**src/rtl/dma2d_pkg.sv**
```systemverilog
// Shared definitions for the two-dimensional address sequencer.
// Assumes nothing beyond standard SystemVerilog packages.
package dma2d_pkg;
    // Default widths: word address, line length/stride, line count.
    localparam int DEF_AW = 32;
    localparam int DEF_LW = 16;
    localparam int DEF_CW = 16;

    // Sequencer activity states.
    typedef enum logic {
        SEQ_IDLE = 1'b0,
        SEQ_RUN  = 1'b1
    } seq_state_t;
endpackage

```
**src/rtl/dma2d_walker.sv**
```systemverilog
// Address walker: holds the sampled configuration and the position counters.
// It steps the word address on each accepted handshake.
// Assumes: load and step are never high together; in ring mode stride >= 1.
module dma2d_walker #(
    parameter int AW = dma2d_pkg::DEF_AW,
    parameter int LW = dma2d_pkg::DEF_LW,
    parameter int CW = dma2d_pkg::DEF_CW
) (
    input  logic          clk,
    input  logic          rst_n,
    input  logic          load,
    input  logic          step,
    input  logic [AW-1:0] cfg_base,
    input  logic [LW-1:0] cfg_len,
    input  logic [LW-1:0] cfg_stride,
    input  logic [CW-1:0] cfg_lines,
    output logic [AW-1:0] addr_q,
    output logic          ring_mode,
    output logic          at_end,
    output logic          at_half,
    output logic          at_wrap
);
    localparam int PW = LW + CW + 1;

    logic [AW-1:0] base_r, line_start;
    logic [LW-1:0] len_r, stride_r, word_cnt;
    logic [CW-1:0] lines_r, line_cnt;
    logic [PW-1:0] region_r, ptr;
    logic          loop_r;
    logic          last_word;
    logic [PW-1:0] ptr_nx;
    logic [AW-1:0] next_line;

    // Position decode for the current word.
    always_comb begin
        ptr_nx    = ptr + PW'(1);
        next_line = line_start + AW'(stride_r);
        last_word = (word_cnt == LW'(len_r - LW'(1)));
        at_end    = last_word && (line_cnt == lines_r);
        at_half   = ((region_r >> 1) != '0) && (ptr_nx == (region_r >> 1));
        at_wrap   = (ptr_nx == region_r);
    end

    assign ring_mode = loop_r;

    // Configuration capture and counter/address stepping.
    always_ff @(posedge clk) begin
        if (!rst_n) begin
            base_r     <= '0;
            line_start <= '0;
            addr_q     <= '0;
            len_r      <= '0;
            stride_r   <= '0;
            lines_r    <= '0;
            word_cnt   <= '0;
            line_cnt   <= '0;
            ptr        <= '0;
            region_r   <= '0;
            loop_r     <= 1'b0;
        end else if (load) begin
            base_r     <= cfg_base;
            line_start <= cfg_base;
            addr_q     <= cfg_base;
            len_r      <= cfg_len;
            stride_r   <= cfg_stride;
            lines_r    <= cfg_lines;
            word_cnt   <= '0;
            line_cnt   <= '0;
            ptr        <= '0;
            region_r   <= PW'(cfg_stride) * (PW'(cfg_lines) + PW'(1));
            loop_r     <= (cfg_len == '0);
        end else if (step) begin
            if (loop_r) begin
                if (at_wrap) begin
                    ptr    <= '0;
                    addr_q <= base_r;
                end else begin
                    ptr    <= ptr_nx;
                    addr_q <= addr_q + AW'(1);
                end
            end else if (last_word) begin
                word_cnt   <= '0;
                line_cnt   <= line_cnt + CW'(1);
                line_start <= next_line;
                addr_q     <= next_line;
            end else begin
                word_cnt <= word_cnt + LW'(1);
                addr_q   <= addr_q + AW'(1);
            end
        end
    end

    // inside a line the address moves by exactly one word.
    a_r2_line_increment: assert property (@(posedge clk) disable iff (!rst_n)
        (step && !loop_r && !last_word) |=> (addr_q == $past(addr_q) + AW'(1)));

    // a ring wrap returns the address to the sampled base.
    a_r5_wrap_to_base: assert property (@(posedge clk) disable iff (!rst_n)
        (step && loop_r && at_wrap) |=> (addr_q == base_r));
endmodule

```
**src/rtl/dma2d_seq_ctrl.sv**
```systemverilog
// Sequencer control: run/idle state, start and stop arbitration, and
// registered one-cycle event pulses.
// Assumes the walker flags describe the address currently offered.
module dma2d_seq_ctrl (
    input  logic clk,
    input  logic rst_n,
    input  logic start,
    input  logic stop,
    input  logic ready,
    input  logic ring_mode,
    input  logic at_end,
    input  logic at_half,
    input  logic at_wrap,
    output logic busy,
    output logic load,
    output logic step,
    output logic done_q,
    output logic half_a_q,
    output logic half_b_q
);
    import dma2d_pkg::*;

    seq_state_t state;
    logic       finish;

    // Handshake qualification; stop overrides both load and step.
    always_comb begin
        busy   = (state == SEQ_RUN);
        load   = !busy && start && !stop;
        step   = busy && ready && !stop;
        finish = step && !ring_mode && at_end;
    end

    // State register and event pulses.
    always_ff @(posedge clk) begin
        if (!rst_n) begin
            state    <= SEQ_IDLE;
            done_q   <= 1'b0;
            half_a_q <= 1'b0;
            half_b_q <= 1'b0;
        end else begin
            done_q   <= finish;
            half_a_q <= step && ring_mode && at_half;
            half_b_q <= step && ring_mode && at_wrap;
            if (stop || finish)
                state <= SEQ_IDLE;
            else if (load)
                state <= SEQ_RUN;
        end
    end

    // the completion pulse coincides with idle.
    a_r4_done_idle: assert property (@(posedge clk) disable iff (!rst_n)
        done_q |-> !busy);

    // a stop leaves the block idle with no completion.
    a_r7_stop_quiet: assert property (@(posedge clk) disable iff (!rst_n)
        stop |=> (!busy && !done_q && !half_a_q && !half_b_q));

    // at most one event per cycle.
    a_r6_events_exclusive: assert property (@(posedge clk) disable iff (!rst_n)
        $onehot0({done_q, half_a_q, half_b_q}));

    // half events occur while the ring keeps running.
    a_r6_ring_runs_on: assert property (@(posedge clk) disable iff (!rst_n)
        (half_a_q || half_b_q) |-> busy);
endmodule

```
**src/rtl/dma2d_addr_gen.sv**
```systemverilog
// Two-dimensional address sequencer top: joins the control and the walker.
// Assumes one channel; ring mode requires cfg_stride >= 1.
module dma2d_addr_gen #(
    parameter int AW = dma2d_pkg::DEF_AW,
    parameter int LW = dma2d_pkg::DEF_LW,
    parameter int CW = dma2d_pkg::DEF_CW
) (
    input  logic          clk,
    input  logic          rst_n,
    input  logic          start,
    input  logic          stop,
    input  logic [AW-1:0] cfg_base,
    input  logic [LW-1:0] cfg_len,
    input  logic [LW-1:0] cfg_stride,
    input  logic [CW-1:0] cfg_lines,
    input  logic          ready,
    output logic          addr_valid,
    output logic [AW-1:0] addr,
    output logic          xfer_done,
    output logic          ring_half_a,
    output logic          ring_half_b
);
    logic load, step, ring_mode, at_end, at_half, at_wrap, busy;

    dma2d_seq_ctrl u_ctrl (
        .clk       (clk),
        .rst_n     (rst_n),
        .start     (start),
        .stop      (stop),
        .ready     (ready),
        .ring_mode (ring_mode),
        .at_end    (at_end),
        .at_half   (at_half),
        .at_wrap   (at_wrap),
        .busy      (busy),
        .load      (load),
        .step      (step),
        .done_q    (xfer_done),
        .half_a_q  (ring_half_a),
        .half_b_q  (ring_half_b)
    );

    dma2d_walker #(.AW(AW), .LW(LW), .CW(CW)) u_walk (
        .clk        (clk),
        .rst_n      (rst_n),
        .load       (load),
        .step       (step),
        .cfg_base   (cfg_base),
        .cfg_len    (cfg_len),
        .cfg_stride (cfg_stride),
        .cfg_lines  (cfg_lines),
        .addr_q     (addr),
        .ring_mode  (ring_mode),
        .at_end     (at_end),
        .at_half    (at_half),
        .at_wrap    (at_wrap)
    );

    assign addr_valid = busy;

    // a stalled address holds until it is accepted.
    a_r3_hold_on_stall: assert property (@(posedge clk) disable iff (!rst_n)
        (addr_valid && !ready) |=> $stable(addr));

    // valid rises only in response to a start.
    a_r9_valid_after_start: assert property (@(posedge clk) disable iff (!rst_n)
        $rose(addr_valid) |-> $past(start));
endmodule

```
**config.mk**
```make
export PLATFORM = sky130hd
export DESIGN_NAME = dma2d_addr_gen
export DESIGN_NICKNAME = d
export VERILOG_FILES = /design/src/rtl/dma2d_pkg.sv /design/src/rtl/dma2d_walker.sv /design/src/rtl/dma2d_seq_ctrl.sv /design/src/rtl/dma2d_addr_gen.sv
export SDC_FILE = /design/constraint.sdc
export NUM_CORES = 1
export LEC_CHECK = 0
export BUFFER_PORTS_ARGS = -buffer_cell sky130_fd_sc_hd__buf_2
export CORE_MARGIN = 3
export CORE_UTILIZATION = 62
export CTS_CLUSTER_SIZE = 8
export DETAILED_ROUTE_END_ITERATION = 10
export PLACE_DENSITY = 0.81
export SETUP_SLACK_MARGIN = 0.3
export SLEW_MARGIN = 15
export SYNTH_ARGS = -nofsm -noshare
export SYNTH_HDL_FRONTEND = slang
export SYNTH_SLANG_ARGS = --single-unit
```
**constraint.sdc**
```tcl
create_clock -name clk -period 17.52 [get_ports clk]
set_clock_uncertainty 0.15 [all_clocks]
set_input_delay 0.876 -clock clk [delete_from_list [all_inputs] [get_ports clk]]
set_output_delay 0.876 -clock clk [all_outputs]
set_load 0.02 [all_outputs]
```
---- Yosys cells after proc, flatten, opt, wreduce, memory -nomap -nowiden ----
Cells that the tools add are included.
word-level totals
  flip-flop bits (word level) ............. 247
  logic and storage cells ................. 66
operators by class
  $add $sub $neg .......................... 7
  multiply operators ...................... 1
  eq/ne operators ......................... 5
  muxes and demuxes ....................... 11
  bitwise gates (word level) .............. 2
  reduce and logical (&&, ||, !) cells .... 25
operator list
  operator               number
  $mux 32                9
  $add 33x1->33 const B  1
  $eq 33x32->1           1
  $eq 33x33->1           1
  $mul 16x33->33         1
  $mux 33                1
  $reduce_bool 33->1     1
  $add 16x1->16 const B  2
  $add 32x1->32 const B  1
  $add 32x16->32         1
  $eq 16x16->1           2
  $add 16x1->17 const B  1
  $logic_not 16->1       1
  $mux 16                1
  $sub 16x1->16 const B  1
  $logic_and 1x1->1      11
  $reduce_and 3->1       2
  $reduce_and 2->1       2
  $reduce_bool 2->1      2
  $reduce_or 2->1        2
  $logic_not 1->1        3
  $ne 2x2->1 const B     1
  $not 1->1              2
  $logic_or 1x1->1       1

---- Depth between registers and ports, before layout ----
  depth in word-level cells ............... 6
  gate-level depth with buffers ........... 30
  depth with buffers taken out ............ 29

---- By module ----
Synthesis repeated with hierarchy kept, for this count alone.
unflattened totals
  cell total of the unflattened synthesis .. 3034
  area total of the unflattened synthesis .. 25275.5 um^2
by module, submodules not included
  module          instances  cells an instance  area each (um^2)
  dma2d_walker    1          3020               25116.6
  dma2d_seq_ctrl  1          14                 158.9

---- Worst setup path after synthesis ----
OpenSTA, ideal clock, no wires.
  path kind ............................... in2reg
  start point ............................. input port cfg_lines[0]
  end point ............................... register u_walk.region_r[31]
  data arrival time ....................... 7.918 ns
  data required time ...................... 17.239 ns
  slack ................................... 9.321 ns
  cell stages on the path ................. 29
  buffers on the path ..................... 1
  cell sequence ........................... ha_1 -> and3_1 -> and3_1 -> nand2_1 -> nor2_1 -> nand3_1 -> xnor2_1 -> clkbuf_1 -> nand2_1 -> fa_1 -> fa_1 -> inv_1 -> fa_1 -> fa_1 -> fa_1 -> inv_1 -> fa_1 -> inv_1 -> ha_1 -> o21ai_0 -> nand2b_1 -> and3_1 -> a221o_1 -> a211o_1 -> a31o_2 -> a21o_1 -> a211oi_1 -> mux2i_1 -> o22ai_1
on the way
  word-level cells in the longest chain between the ends .. 2
RTL lines
  what                  line                  RTL
  from (decl)           dma2d_addr_gen.sv:15  input logic [CW-1:0] cfg_lines,
  $add 16x1->17         dma2d_walker.sv:70    region_r <= PW'(cfg_stride) * (PW'(cfg_lines) + PW'(1));
  $mul 16x33->33        dma2d_walker.sv:70
  to (signal assigned)  dma2d_walker.sv:70
  to (decl)             dma2d_walker.sv:28    logic [PW-1:0] region_r, ptr;
Every way passes these cells.
A chain may end at the register's enable or synchronous reset.

---- Worst setup path after layout ----
Same ends and word-level chain as after synthesis.

==> impl_metrics.csv <==
group,metric,value,unit
critical_path,endpoint,"u_walk.region_r[31]",
timing,setup_tns,0,ns
clock_tree,cts_tree,"done",
timing,tightest_slew,1.173,ns
power_and_ir_drop,p_leak,11.06,nW
floorplan,die-area,40960,um^2
cells_and_area,syn2layout_area_growth,7.482,%
critical_path,regToRegEndpoint,"u_walk.addr_q[30]",
critical_path,rrSetupSlack,12.67,ns
critical_path,criticalPathCategory,"in -> reg",
timing,finalHoldViolations,0,
status,status,"finished, final reports clean",
clock_tree,postCtsSetupRepairBufs,0,
logic_synthesis,syn_area,23910,um^2
floorplan,fp.dieW,202.4,um
clock_tree,numCtsBuffers,36,
logic_synthesis,syn_nets,3395,
floorplan,die_h,202.4,um
timing,setup_viol,0,
floorplan,core,37840,um^2
clock_tree,cts.repair.resized,0,
critical_path,worst-path-max-fanout,20,
global_route,grt_pass1_vias,21960,
critical_path,endpoint_kind,"register",
floorplan,fp-row-count,71,
cells_and_area,nets,3411,
placed_design,place_hpwl,50030,um
critical_path,required,17.75,ns
placed_design,io_buffers,120,
clock_tree,clock-sinks,247,
cells_and_area,final_area,25700,um^2
drt,wl,69120,um
critical_path,cp_common_cell,"fa_1",
logic_synthesis,synth-seq-cells,247,
critical_path,arrival,8.82,ns
timing,drv_slew,0,
logic_synthesis,syn_inst,2974,
clock_tree,clkTransAtPathRegs,0.06,ns
logic_synthesis,synth_edf_count,0,
placed_design,gp_congestion,0.9775,
drt,viasPerCell,6.217,
clock_tree,clock_latency,0.54,ns
logic_synthesis,ys_seq_area_share,20.68,%
clock_tree,cts_hold_buf,0,
flow_run,cap_violations,0,
timing,rsz0062_at_grt,"false",
critical_path,startpoint_type,"input pin",
global_route,grt_overflow,0,
timing,period_needed,8.590,ns
cells_and_area,layout_commonest_cell,"nand2_1",
min_path,hold_path.class,"reg -> reg",
power_and_ir_drop,worst_ir_drop_vdd,0.0001856,V
cells_and_area,drive_above_1_share,8.289,%
global_route,antenna_found_initial,3,
cells_and_area,final_cell_mix,"nand2_1 (463), inv_1 (274), dfxtp_1 (247)",
drt,first_pass_iters,8,
critical_path,ff2ff_path_depth,12,
drt,drt_iter0_markers,2223,
drt,vias,21800,
drt,ant_nets,0,
logic_synthesis,synthFlopType,"dfxtp_1",
power_and_ir_drop,powerDensity,149.1,nW/um^2
critical_path,crit_start,"cfg_lines[0]",
critical_path,crit_slowest_cell,"fa_1",
logic_synthesis,yosysWarnings,0,
global_route,grt_pass1_wl,112100,um
logic_synthesis,postSynthAreaPerCell,8.041,um^2
clock_tree,cts_max_level,2,
timing,finalCritPeriodShare,49.03,%
global_route,grt_max_degree,99,
timing,max_freq,116.4,MHz
drt,wl_per_cell,19.71,um
placed_design,postPlaceCellArea,24720,um^2
floorplan,start_util,63.19,%
logic_synthesis,postSynth.asyncResetShare,0,%
drt,drcViolationCount,0,
floorplan,ioPinCount,121,
clock_tree,cts_root_buf,"clkbuf_16",
critical_path,max_stage_delay,0.55,ns
critical_path,r2r-start,"u_walk.ptr[0]",
clock_tree,clock_tree.buffer_depth,3,
timing,relSlewSlack,21.61,%
global_route,grtUsageTotal,33.50,%
logic_synthesis,yosysUniqueCellTypes,85,
## area by class of cell
type | instances | area, um^2
fillers | 3146 | 12140
clock inverters | 1 | 16.27
inverters | 275 | 1033
repair buffers | 148 | 810.8
clock buffers | 39 | 954.7
flip-flops and latches | 247 | 4945
multi-input cells | 2282 | 17290
diodes | 4 | 10.01
well taps | 511 | 639.4
## cell usage after synthesis (5+ instances only)
cell,instances,share of area (%)
a211oi_1,21,0.66
a21o_1,16,0.50
a21oi_1,206,4.3
a221oi_1,10,0.37
a22oi_1,7,0.22
a311oi_1,5,0.18
a31oi_1,17,0.44
and2_0,5,0.13
and2_1,135,3.5
and3_1,38,0.99
and4_1,9,0.33
buf_2,20,0.42
clkbuf_1,138,2.2
dfxtp_1,247,21
fa_1,209,17
ha_1,127,6.6
inv_1,274,4.3
mux2_2,19,0.89
mux2i_1,21,0.88
nand2_1,464,7.3
nand2b_1,17,0.44
nand3_1,88,1.8
nand3b_1,9,0.28
nand4_1,38,0.99
nand4_2,5,0.26
nor2_1,158,2.5
nor2b_1,16,0.42
nor3_1,53,1.1
nor3b_1,6,0.19
nor4_1,43,1.1
nor4_2,6,0.31
o211ai_1,8,0.25
o21a_1,10,0.31
o21ai_0,117,2.4
o21bai_1,13,0.41
o22ai_1,7,0.18
o31a_1,5,0.18
or3_1,27,0.71
or4_1,8,0.25
xnor2_1,164,6.0
xnor3_1,5,0.47
xor2_1,88,3.2
## metal layers
metal,GRT usage [%],part of all wire (%)
met3,5.734,9.6
met2,53.81,46
met1,45.10,40
met4,13.86,3.9
met5,0,0
## where the power goes
group	switching [mW]	internal, mW
registers	0.0509	0.600
logic	1.48	1.07
clock network	0.248	0.380
total	1.78	2.05
## sequential cells by signal, summed over array words and instances (netlist names)
register and cells:
u_ctrl.done_q 1, u_walk.ring_mode 1, u_walk.line_cnt 16, u_ctrl.half_b_q 1, u_walk.lines_r 16, u_walk.stride_r 16, u_walk.len_r 16, u_walk.word_cnt 16
u_walk.addr_q 32, u_walk.region_r 33, u_ctrl.half_a_q 1, u_walk.base_r 32, u_walk.ptr 33, u_walk.line_start 32, u_ctrl.busy 1
## per-stage QoR
step | utilization (%) | instances | worst slack, ns | hold WS (ns) | total power [mW]
after floorplan | - | 2974 | 9.321 | 0.2820 | 2.589
after global placement | 65.32 | 3463 | 8.584 | 0.2881 | 3.097
after detailed placement | 65.32 | 3463 | 8.424 | 0.2968 | 3.165
after CTS | 67.89 | 3503 | 8.984 | 0.3037 | 3.812
after global routing | 67.91 | 3506 | 8.485 | 0.3203 | 4.227
final | 67.92 | 3507 | 8.930 | 0.3034 | 3.833
## how the worst min path moves through the flow
stage	from	end	slack, ns	cells after the start
after detailed placement	u_walk.base_r[8]	u_walk.base_r[8]	0.30	2
after floorplan	u_walk.base_r[25]	u_walk.base_r[25]	0.28	2
after CTS	u_walk.base_r[13]	u_walk.base_r[13]	0.30	2
after global routing	u_walk.base_r[27]	u_walk.base_r[27]	0.32	2
after global placement	u_walk.base_r[25]	u_walk.base_r[25]	0.29	2
final	u_walk.base_r[11]	u_walk.base_r[11]	0.30	2
## logic make-up after synthesis
| family | Yosys count | share of synthesized area, % |
|---|---|---|
| simple gates | 1145 | 23.55 |
| buf+inv | 445 | 7.252 |
| fa+ha+maj | 336 | 24.14 |
| flops | 247 | 20.68 |
| compound gates | 503 | 12.86 |
| xor+xnor | 257 | 9.701 |
| mux | 41 | 1.821 |
## critical path, delay by kind of cell
| kind | cells | cell delay [ns] |
|---|---|---|
| adder cells (fa/ha/maj) | 8 | 3.70 |
| buffers and inverters | 6 | 0.81 |
| AO/OA/AOI/OAI | 9 | 1.90 |
| XOR/XNOR | 1 | 0.14 |
| multiplexers | 1 | 0.24 |
| AND/OR/NAND/NOR | 6 | 1.14 |
Power figures use the tool's default switching activity.
